### src/rtl/adder_tree_pkg.sv
package adder_tree_pkg;
    localparam int TREE_LANES  = 32;
    localparam int TREE_LEVELS = 5;
    localparam int GROUP_OPS   = TREE_LANES >> 2;
    localparam int LATENCY     = 8;
    localparam bit SEL_IN_MASK = 1'b0;
    localparam bit SEL_L3_MASK = 1'b1;
endpackage

### src/rtl/mask_regs.sv
module mask_regs #(
    parameter int N_IN = 30,
    parameter int N_L3 = 8
) (
    input  logic            clk,
    input  logic            rst_n,
    input  logic            cfg_we,
    input  logic            cfg_sel,
    input  logic [N_IN-1:0] cfg_data,
    input  logic            mask_apply,
    output logic [N_IN-1:0] act_in,
    output logic [N_L3-1:0] act_l3
);
    import adder_tree_pkg::*;

    typedef struct packed {
        logic [N_IN-1:0] sh_in;
        logic [N_L3-1:0] sh_l3;
        logic [N_IN-1:0] ac_in;
        logic [N_L3-1:0] ac_l3;
    } mask_st_t;

    mask_st_t st_d, st_q;

    always_comb begin
        st_d = st_q;
        if (cfg_we) begin
            if (cfg_sel == SEL_IN_MASK) st_d.sh_in = cfg_data;
            else                        st_d.sh_l3 = cfg_data[N_L3-1:0];
        end
        if (mask_apply) begin
            st_d.ac_in = st_q.sh_in;
            st_d.ac_l3 = st_q.sh_l3;
        end
    end

    always_ff @(posedge clk or negedge rst_n) begin
        if (!rst_n) st_q <= '1;
        else        st_q <= st_d;
    end

    assign act_in = st_q.ac_in;
    assign act_l3 = st_q.ac_l3;


    mask_hold_chk: assert property (@(posedge clk) disable iff (!rst_n)
        !mask_apply |=> ($stable(act_in) && $stable(act_l3)));


    mask_apply_chk: assert property (@(posedge clk) disable iff (!rst_n)
        mask_apply |=> (act_in == $past(st_q.sh_in) && act_l3 == $past(st_q.sh_l3)));
endmodule

### src/rtl/tree_level.sv
module tree_level #(
    parameter int PAIRS  = 16,
    parameter int IW     = 5,
    parameter bit SIGNED = 1'b0,
    parameter int DEPTH  = 1
) (
    input  logic                        clk,
    input  logic                        rst_n,
    input  logic [2*PAIRS*IW-1:0]       opnd,
    output logic [PAIRS*(IW+1)-1:0]     sum_o
);
    localparam int OW = IW + 1;
    localparam int VW = PAIRS * OW;

    function automatic logic [OW-1:0] widen(input logic [IW-1:0] v);
        return {(SIGNED ? v[IW-1] : 1'b0), v};
    endfunction

    logic [VW-1:0] pipe_d [DEPTH];
    logic [VW-1:0] pipe_q [DEPTH];

    always_comb begin
        pipe_d[0] = '0;
        for (int p = 0; p < PAIRS; p++) begin
            pipe_d[0][p*OW +: OW] = widen(opnd[2*p*IW +: IW])
                                  + widen(opnd[(2*p+1)*IW +: IW]);
        end
        for (int s = 1; s < DEPTH; s++) begin
            pipe_d[s] = pipe_q[s-1];
        end
    end

    always_ff @(posedge clk or negedge rst_n) begin
        if (!rst_n) begin
            for (int s = 0; s < DEPTH; s++) pipe_q[s] <= '0;
        end else begin
            for (int s = 0; s < DEPTH; s++) pipe_q[s] <= pipe_d[s];
        end
    end

    assign sum_o = pipe_q[DEPTH-1];
endmodule

### src/rtl/delay_line.sv
module delay_line #(
    parameter int W     = 1,
    parameter int DEPTH = 8
) (
    input  logic         clk,
    input  logic         rst_n,
    input  logic [W-1:0] din,
    output logic [W-1:0] dout
);
    logic [W-1:0] dl_d [DEPTH];
    logic [W-1:0] dl_q [DEPTH];

    always_comb begin
        dl_d[0] = din;
        for (int s = 1; s < DEPTH; s++) dl_d[s] = dl_q[s-1];
    end

    always_ff @(posedge clk or negedge rst_n) begin
        if (!rst_n) begin
            for (int s = 0; s < DEPTH; s++) dl_q[s] <= '0;
        end else begin
            for (int s = 0; s < DEPTH; s++) dl_q[s] <= dl_d[s];
        end
    end

    assign dout = dl_q[DEPTH-1];
endmodule

### src/rtl/masked_adder_tree.sv
module masked_adder_tree #(
    parameter int N_IN   = 30,
    parameter int IN_W   = 5,
    parameter bit SIGNED = 1'b0
) (
    input  logic                 clk,
    input  logic                 rst_n,
    input  logic                 in_valid,
    input  logic [N_IN*IN_W-1:0] in_data,
    input  logic                 cfg_we,
    input  logic                 cfg_sel,
    input  logic [N_IN-1:0]      cfg_data,
    input  logic                 mask_apply,
    output logic                 out_valid,
    output logic [IN_W+4:0]      sum_out,
    output logic [IN_W+3:0]      part_a,
    output logic [IN_W+3:0]      part_b
);
    import adder_tree_pkg::*;

    localparam int W1     = IN_W + 1;
    localparam int W2     = IN_W + 2;
    localparam int W3     = IN_W + 3;
    localparam int W4     = IN_W + 4;
    localparam int SUM_W  = IN_W + TREE_LEVELS;
    localparam int TAP_DL = 2;

    logic [N_IN-1:0]          act_in;
    logic [GROUP_OPS-1:0]     act_l3;
    logic [TREE_LANES*IN_W-1:0] lvl0;
    logic [16*W1-1:0]         lvl1;
    logic [8*W2-1:0]          lvl2;
    logic [8*W2-1:0]          lvl2_m;
    logic [4*W3-1:0]          lvl3;
    logic [2*W4-1:0]          lvl4;
    logic [2*W4-1:0]          taps;

    mask_regs #(.N_IN(N_IN), .N_L3(GROUP_OPS)) u_masks (
        .clk(clk), .rst_n(rst_n), .cfg_we(cfg_we), .cfg_sel(cfg_sel),
        .cfg_data(cfg_data), .mask_apply(mask_apply),
        .act_in(act_in), .act_l3(act_l3)
    );

    generate
        for (genvar i = 0; i < TREE_LANES; i++) begin : g_lane
            if (i < N_IN) begin : g_live
                assign lvl0[i*IN_W +: IN_W] = act_in[i] ? in_data[i*IN_W +: IN_W] : '0;
            end else begin : g_pad
                assign lvl0[i*IN_W +: IN_W] = '0;
            end
        end
        for (genvar j = 0; j < GROUP_OPS; j++) begin : g_grp
            assign lvl2_m[j*W2 +: W2] = act_l3[j] ? lvl2[j*W2 +: W2] : '0;
        end
    endgenerate

    tree_level #(.PAIRS(16), .IW(IN_W), .SIGNED(SIGNED), .DEPTH(1)) u_l1 (
        .clk(clk), .rst_n(rst_n), .opnd(lvl0), .sum_o(lvl1));
    tree_level #(.PAIRS(8), .IW(W1), .SIGNED(SIGNED), .DEPTH(1)) u_l2 (
        .clk(clk), .rst_n(rst_n), .opnd(lvl1), .sum_o(lvl2));
    tree_level #(.PAIRS(4), .IW(W2), .SIGNED(SIGNED), .DEPTH(2)) u_l3 (
        .clk(clk), .rst_n(rst_n), .opnd(lvl2_m), .sum_o(lvl3));
    tree_level #(.PAIRS(2), .IW(W3), .SIGNED(SIGNED), .DEPTH(2)) u_l4 (
        .clk(clk), .rst_n(rst_n), .opnd(lvl3), .sum_o(lvl4));
    tree_level #(.PAIRS(1), .IW(W4), .SIGNED(SIGNED), .DEPTH(2)) u_l5 (
        .clk(clk), .rst_n(rst_n), .opnd(lvl4), .sum_o(sum_out));

    delay_line #(.W(2*W4), .DEPTH(TAP_DL)) u_taps (
        .clk(clk), .rst_n(rst_n), .din(lvl4), .dout(taps));
    delay_line #(.W(1), .DEPTH(LATENCY)) u_vld (
        .clk(clk), .rst_n(rst_n), .din(in_valid), .dout(out_valid));

    assign part_a = taps[0 +: W4];
    assign part_b = taps[W4 +: W4];


    valid_rise_chk: assert property (@(posedge clk) disable iff (!rst_n)
        in_valid |-> ##8 out_valid);


    valid_idle_chk: assert property (@(posedge clk) disable iff (!rst_n)
        !in_valid |-> ##8 !out_valid);

    generate
        if (SIGNED) begin : g_sgn_chk

            part_sum_chk: assert property (@(posedge clk) disable iff (!rst_n)
                $signed(sum_out) == ($signed({part_a[W4-1], part_a}) + $signed({part_b[W4-1], part_b})));
        end else begin : g_uns_chk

            part_sum_chk: assert property (@(posedge clk) disable iff (!rst_n)
                sum_out == (SUM_W'({1'b0, part_a}) + SUM_W'({1'b0, part_b})));
        end
    endgenerate
endmodule

### config.mk
export PLATFORM = sky130hd
export DESIGN_NAME = masked_adder_tree
export DESIGN_NICKNAME = d
export VERILOG_FILES = /design/src/rtl/adder_tree_pkg.sv /design/src/rtl/mask_regs.sv /design/src/rtl/tree_level.sv /design/src/rtl/delay_line.sv /design/src/rtl/masked_adder_tree.sv
export SDC_FILE = /design/constraint.sdc
export NUM_CORES = 1
export LEC_CHECK = 0
export ABC_AREA = 1
export CORE_MARGIN = 10
export CORE_UTILIZATION = 42
export DETAILED_ROUTE_END_ITERATION = 8
export DONT_BUFFER_PORTS = 1
export PLACE_DENSITY = 0.62
export SETUP_SLACK_MARGIN = 0.4
export SLEW_MARGIN = 0
export SYNTH_ARGS = -nofsm -noshare
export SYNTH_HDL_FRONTEND = slang
export SYNTH_SLANG_ARGS = --single-unit
### constraint.sdc
create_clock -name clk -period 1.91 [get_ports clk]
set_input_delay 0.573 -clock clk [delete_from_list [all_inputs] [get_ports clk]]
set_output_delay 0.573 -clock clk [all_outputs]
set_load 0.03 [all_outputs]
==> results.json <==
{
  "outcome": "finished, violations left",
  "violations": "negative hold slack",
  "syn_nets": 2185,
  "die_h_um": 229,
  "path_cells": "nand2_1 -> inv_1 -> ha_2 -> inv_2 -> fa_2 -> inv_2 -> nand2_1 -> nand2_1 -> nand3b_1 -> nand3_1 -> nand2_1",
  "timing.fmax_mhz": 568,
  "ys_top_cells_by_area": "dfrtp_1 (42%), ha_1 (12%), dfstp_2 (11%)",
  "yosysSeqAreaShare_pct": 53.2,
  "drc": 0,
  "tightest_slew_ns": 0.932,
  "via_count": 11700,
  "synthCells": 1801,
  "die_x_um": 229,
  "critPathCaptureType": "register",
  "netlist-cell-type-count": 23,
  "rsz0062_at_grt": "true",
  "gr-total-overflow": 0,
  "io_buffers": 0,
  "post-dp-hpwl_um": 25500,
  "slew_viol_final": 0,
  "grt_use_total_pct": 13.9,
  "cp.arrival_ns": 2.21,
  "fin_crit_sh_pct": 92.1,
  "drtAntennaViolNets": 0,
  "p_leak_nw": 12.1,
  "sw_frac_of_total_pct": 31.7,
  "routedWlPerCell_um": 14.9,
  "power.density_mw_per_mm2": 1310,
  "cts_root_buffer": "clkbuf_16",
  "critical_path_class": "register to register",
  "grt_pass1_vias": 12300,
  "worst_setup_path_start_kind": "register",
  "ys_ff_latch": 385,
  "diodes": 0,
  "fin_skew_ns": 0.0103,
  "die_area_mm2": 0.0523,
  "drtIter0Drc": 438,
  "reg2reg_from": "u_masks.act_l3[5]",
  "crit_path_frequent_cell": "nand2_1",
  "syn_avg_cell_area_um2": 10.2,
  "ys_warn_count": 0,
  "grt_pass1_wl_um": 59700,
  "io_pins": 215,
  "p_int_mw": 20.1,
  "hold_slack_ns": -0.258,
  "num_rows": 76,
  "fin_util_pct": 52.3,
  "cap_violations": 0,
  "max_stage_delay_ns": 0.56,
  "clock_insertion_delay_worst_skew_ns": 0.55,
  "synth_top_area_cell": "dfrtp_1",
  "synth.most_common_cell": "nand2_1",
  "ff2ff_setup_slack_ns": 0.15,
  "synth_async_sr_flop_share_pct": 100,
  "clockBufferDepth": 3,
  "synth_edf_count": 0,
  "path_buf_inv": 3,
  "cts_tree": "yes",
  "rr_worst_depth": 11,
  "core_mm2": 0.0431,
  "r2r_end": "u_l3.pipe_d[22]",
  "critical_path_peak_fanout": 4,
  "gp_congestion": 0.849,
  "tns_ns": 0,
  "power_switching_mw": 9.32,
  "initial_utilization_pct": 42.5,
  "cts.sinks": 385,
  "timing.critical_path.slowest_stage_cell": "dfstp_2",
  "viasPerCell": 4.68,
  "path_clk_slew_ns": 0.06,
  "slew_headroom_pct": 37.9,
  "met1_length_um": 14700,
  "cts_hold_buf": 1,
  "yosysTopAreaCellShare_pct": 42.3,
  "power_frac_comb_pct": 27.7,
  "top_layer": "met5",
  "p_clk_share_pct": 29.0,
  "dpl.cell_count": 2371,
  "cp.depth": 11,
  "fin_crit_ns": 1.76,
  "setup_viol": 0,
  "ys_top_cells_by_count": "nand2_1 (484), inv_1 (315), dfrtp_1 (309)",
  "htree_num_levels": 2,
  "fin_nets": 2263,
  "totalWireLength_um": 37200,
  "wl_met2_um": 18900,
  "power_frac_seq_pct": 43.2,
  "synth-main-ff-cell": "dfrtp_1",
  "first_pass_iters": 6,
  "area_growth_pct": 23.3,
  "antenna_found_initial": 2,
  "worstHoldPathType": "input port to async pin",
  "numCtsBuffers": 44,
  "required_ns": 2.36,
  "final-hold-violation-count": 309,
  "syn_area_mm2": 0.0183,
  "cp_top_family": "flip-flops",
  "instances_no_fill": 2497,
  "drive_above_1_share_pct": 36.5,
  "grt_max_degree": 386,
  "wl_met3_um": 2610,
  "ir_worst_vdd_mv": 0.726
}
[flip-flops by register name, summed over array words and instances (netlist names), 30 cells and up]
signal          count
u_l1.sum_o         90
u_l2.sum_o         55
u_masks.st_q       38
u_l3.pipe_d        32
u_l3.sum_o         32
u_masks.act_in     30
[cell usage in the layout (no fill, tap or decap), drive strengths merged]
| cell type | count |
|---|---|
| nand3b | 15 |
| nand2 | 484 |
| dfrtp | 309 |
| ha | 169 |
| fa | 29 |
| clkinv | 9 |
| or2 | 15 |
| inv | 315 |
| o21ai | 22 |
| dfstp | 76 |
| nor3 | 1 |
| bufinv | 5 |
| a21oi | 89 |
| xnor2 | 30 |
| mux2 | 60 |
| clkbuf | 65 |
| xor2 | 57 |
| dlygate4sd3 | 1 |
| nand3 | 87 |
| nand4 | 4 |
| buf | 47 |
| nor2 | 23 |
[power by group through the flow]
stage / Clock (mW) / Sequential (mW) / Combinational (mW)
after floorplan: 0 / 12.2 / 5.63
after global placement: 0 / 12.8 / 6.53
after detailed placement: 0 / 12.8 / 6.72
after CTS: 8.88 / 12.7 / 7.38
after global routing: 9.20 / 13.0 / 9.30
final: 8.55 / 12.7 / 8.16
[through the flow]
stage	worst slack [ns]	hold slack, ns	instance area, µm²	power [mW]
CTS	0.182	-0.301	21700	29.0
global placement	0.164	0.304	19500	19.3
finish	0.151	-0.258	22500	29.4
global route	0.0621	-0.313	22500	31.5
floorplan	0.194	0.277	19000	17.9
detailed placement	0.0970	0.308	19500	19.5
[worst reg2reg max path, stage by stage, from the launching register on]
cell	delay, ns
dfstp_2	0.56
nand2_1	0.06
inv_1	0.07
ha_2	0.18
inv_2	0.04
fa_2	0.36
inv_2	0.05
nand2_1	0.04
nand2_1	0.06
nand3b_1	0.10
nand3_1	0.08
nand2_1	0.05
[layer usage]
layer / global-route usage [%] / vias to the layer above
met3: 4.78 / 68
met5: 0 / -
li1: - / 5774
met1: 15.6 / 5641
met4: 5.02 / 4
met2: 24.1 / 210
[kinds of logic (layout without fill, tap and decap cells)]
family          Yosys count  in the layout  synth area share (%)
buf+inv                 331            442                  7.01
fa+ha+maj               198            198                  14.7
compound gates          111            111                  3.04
mux                      60             60                  3.78
simple gates            629            629                  14.1
xor+xnor                 87             87                  4.17
flops                   385            385                  53.2
[how the worst max path moves through the flow]
stage | slack [ns] | from | to
global placement | 0.16 | u_masks.act_l3[4] | u_l3.pipe_d[22]
CTS | 0.18 | u_masks.act_l3[3] | u_l3.pipe_d[14]
floorplan | 0.19 | u_masks.act_l3[2] | u_l3.pipe_d[14]
finish | 0.15 | u_masks.act_l3[5] | u_l3.pipe_d[22]
global route | 0.06 | u_masks.act_l3[3] | u_l3.pipe_d[14]
detailed placement | 0.1 | u_masks.act_l3[2] | u_l3.pipe_d[14]
[repair_timing]
action,4_1_cts,5_1_grt
resized for setup,122,226
buffers inserted,24,22
endpoints found under the hold margin,386,315
pin swaps,27,87
setup endpoints to repair,95,126
[layout make-up]
class	instances	area, µm²
clock inverter	14	199
sequential	385	9770
multi-input combinational	1085	8950
tap	585	732
clock buffer	65	1280
timing repair buffer	48	424
fill	3715	20500
inverter	315	1190
Note: power is estimated with default switching activity, not from simulation.
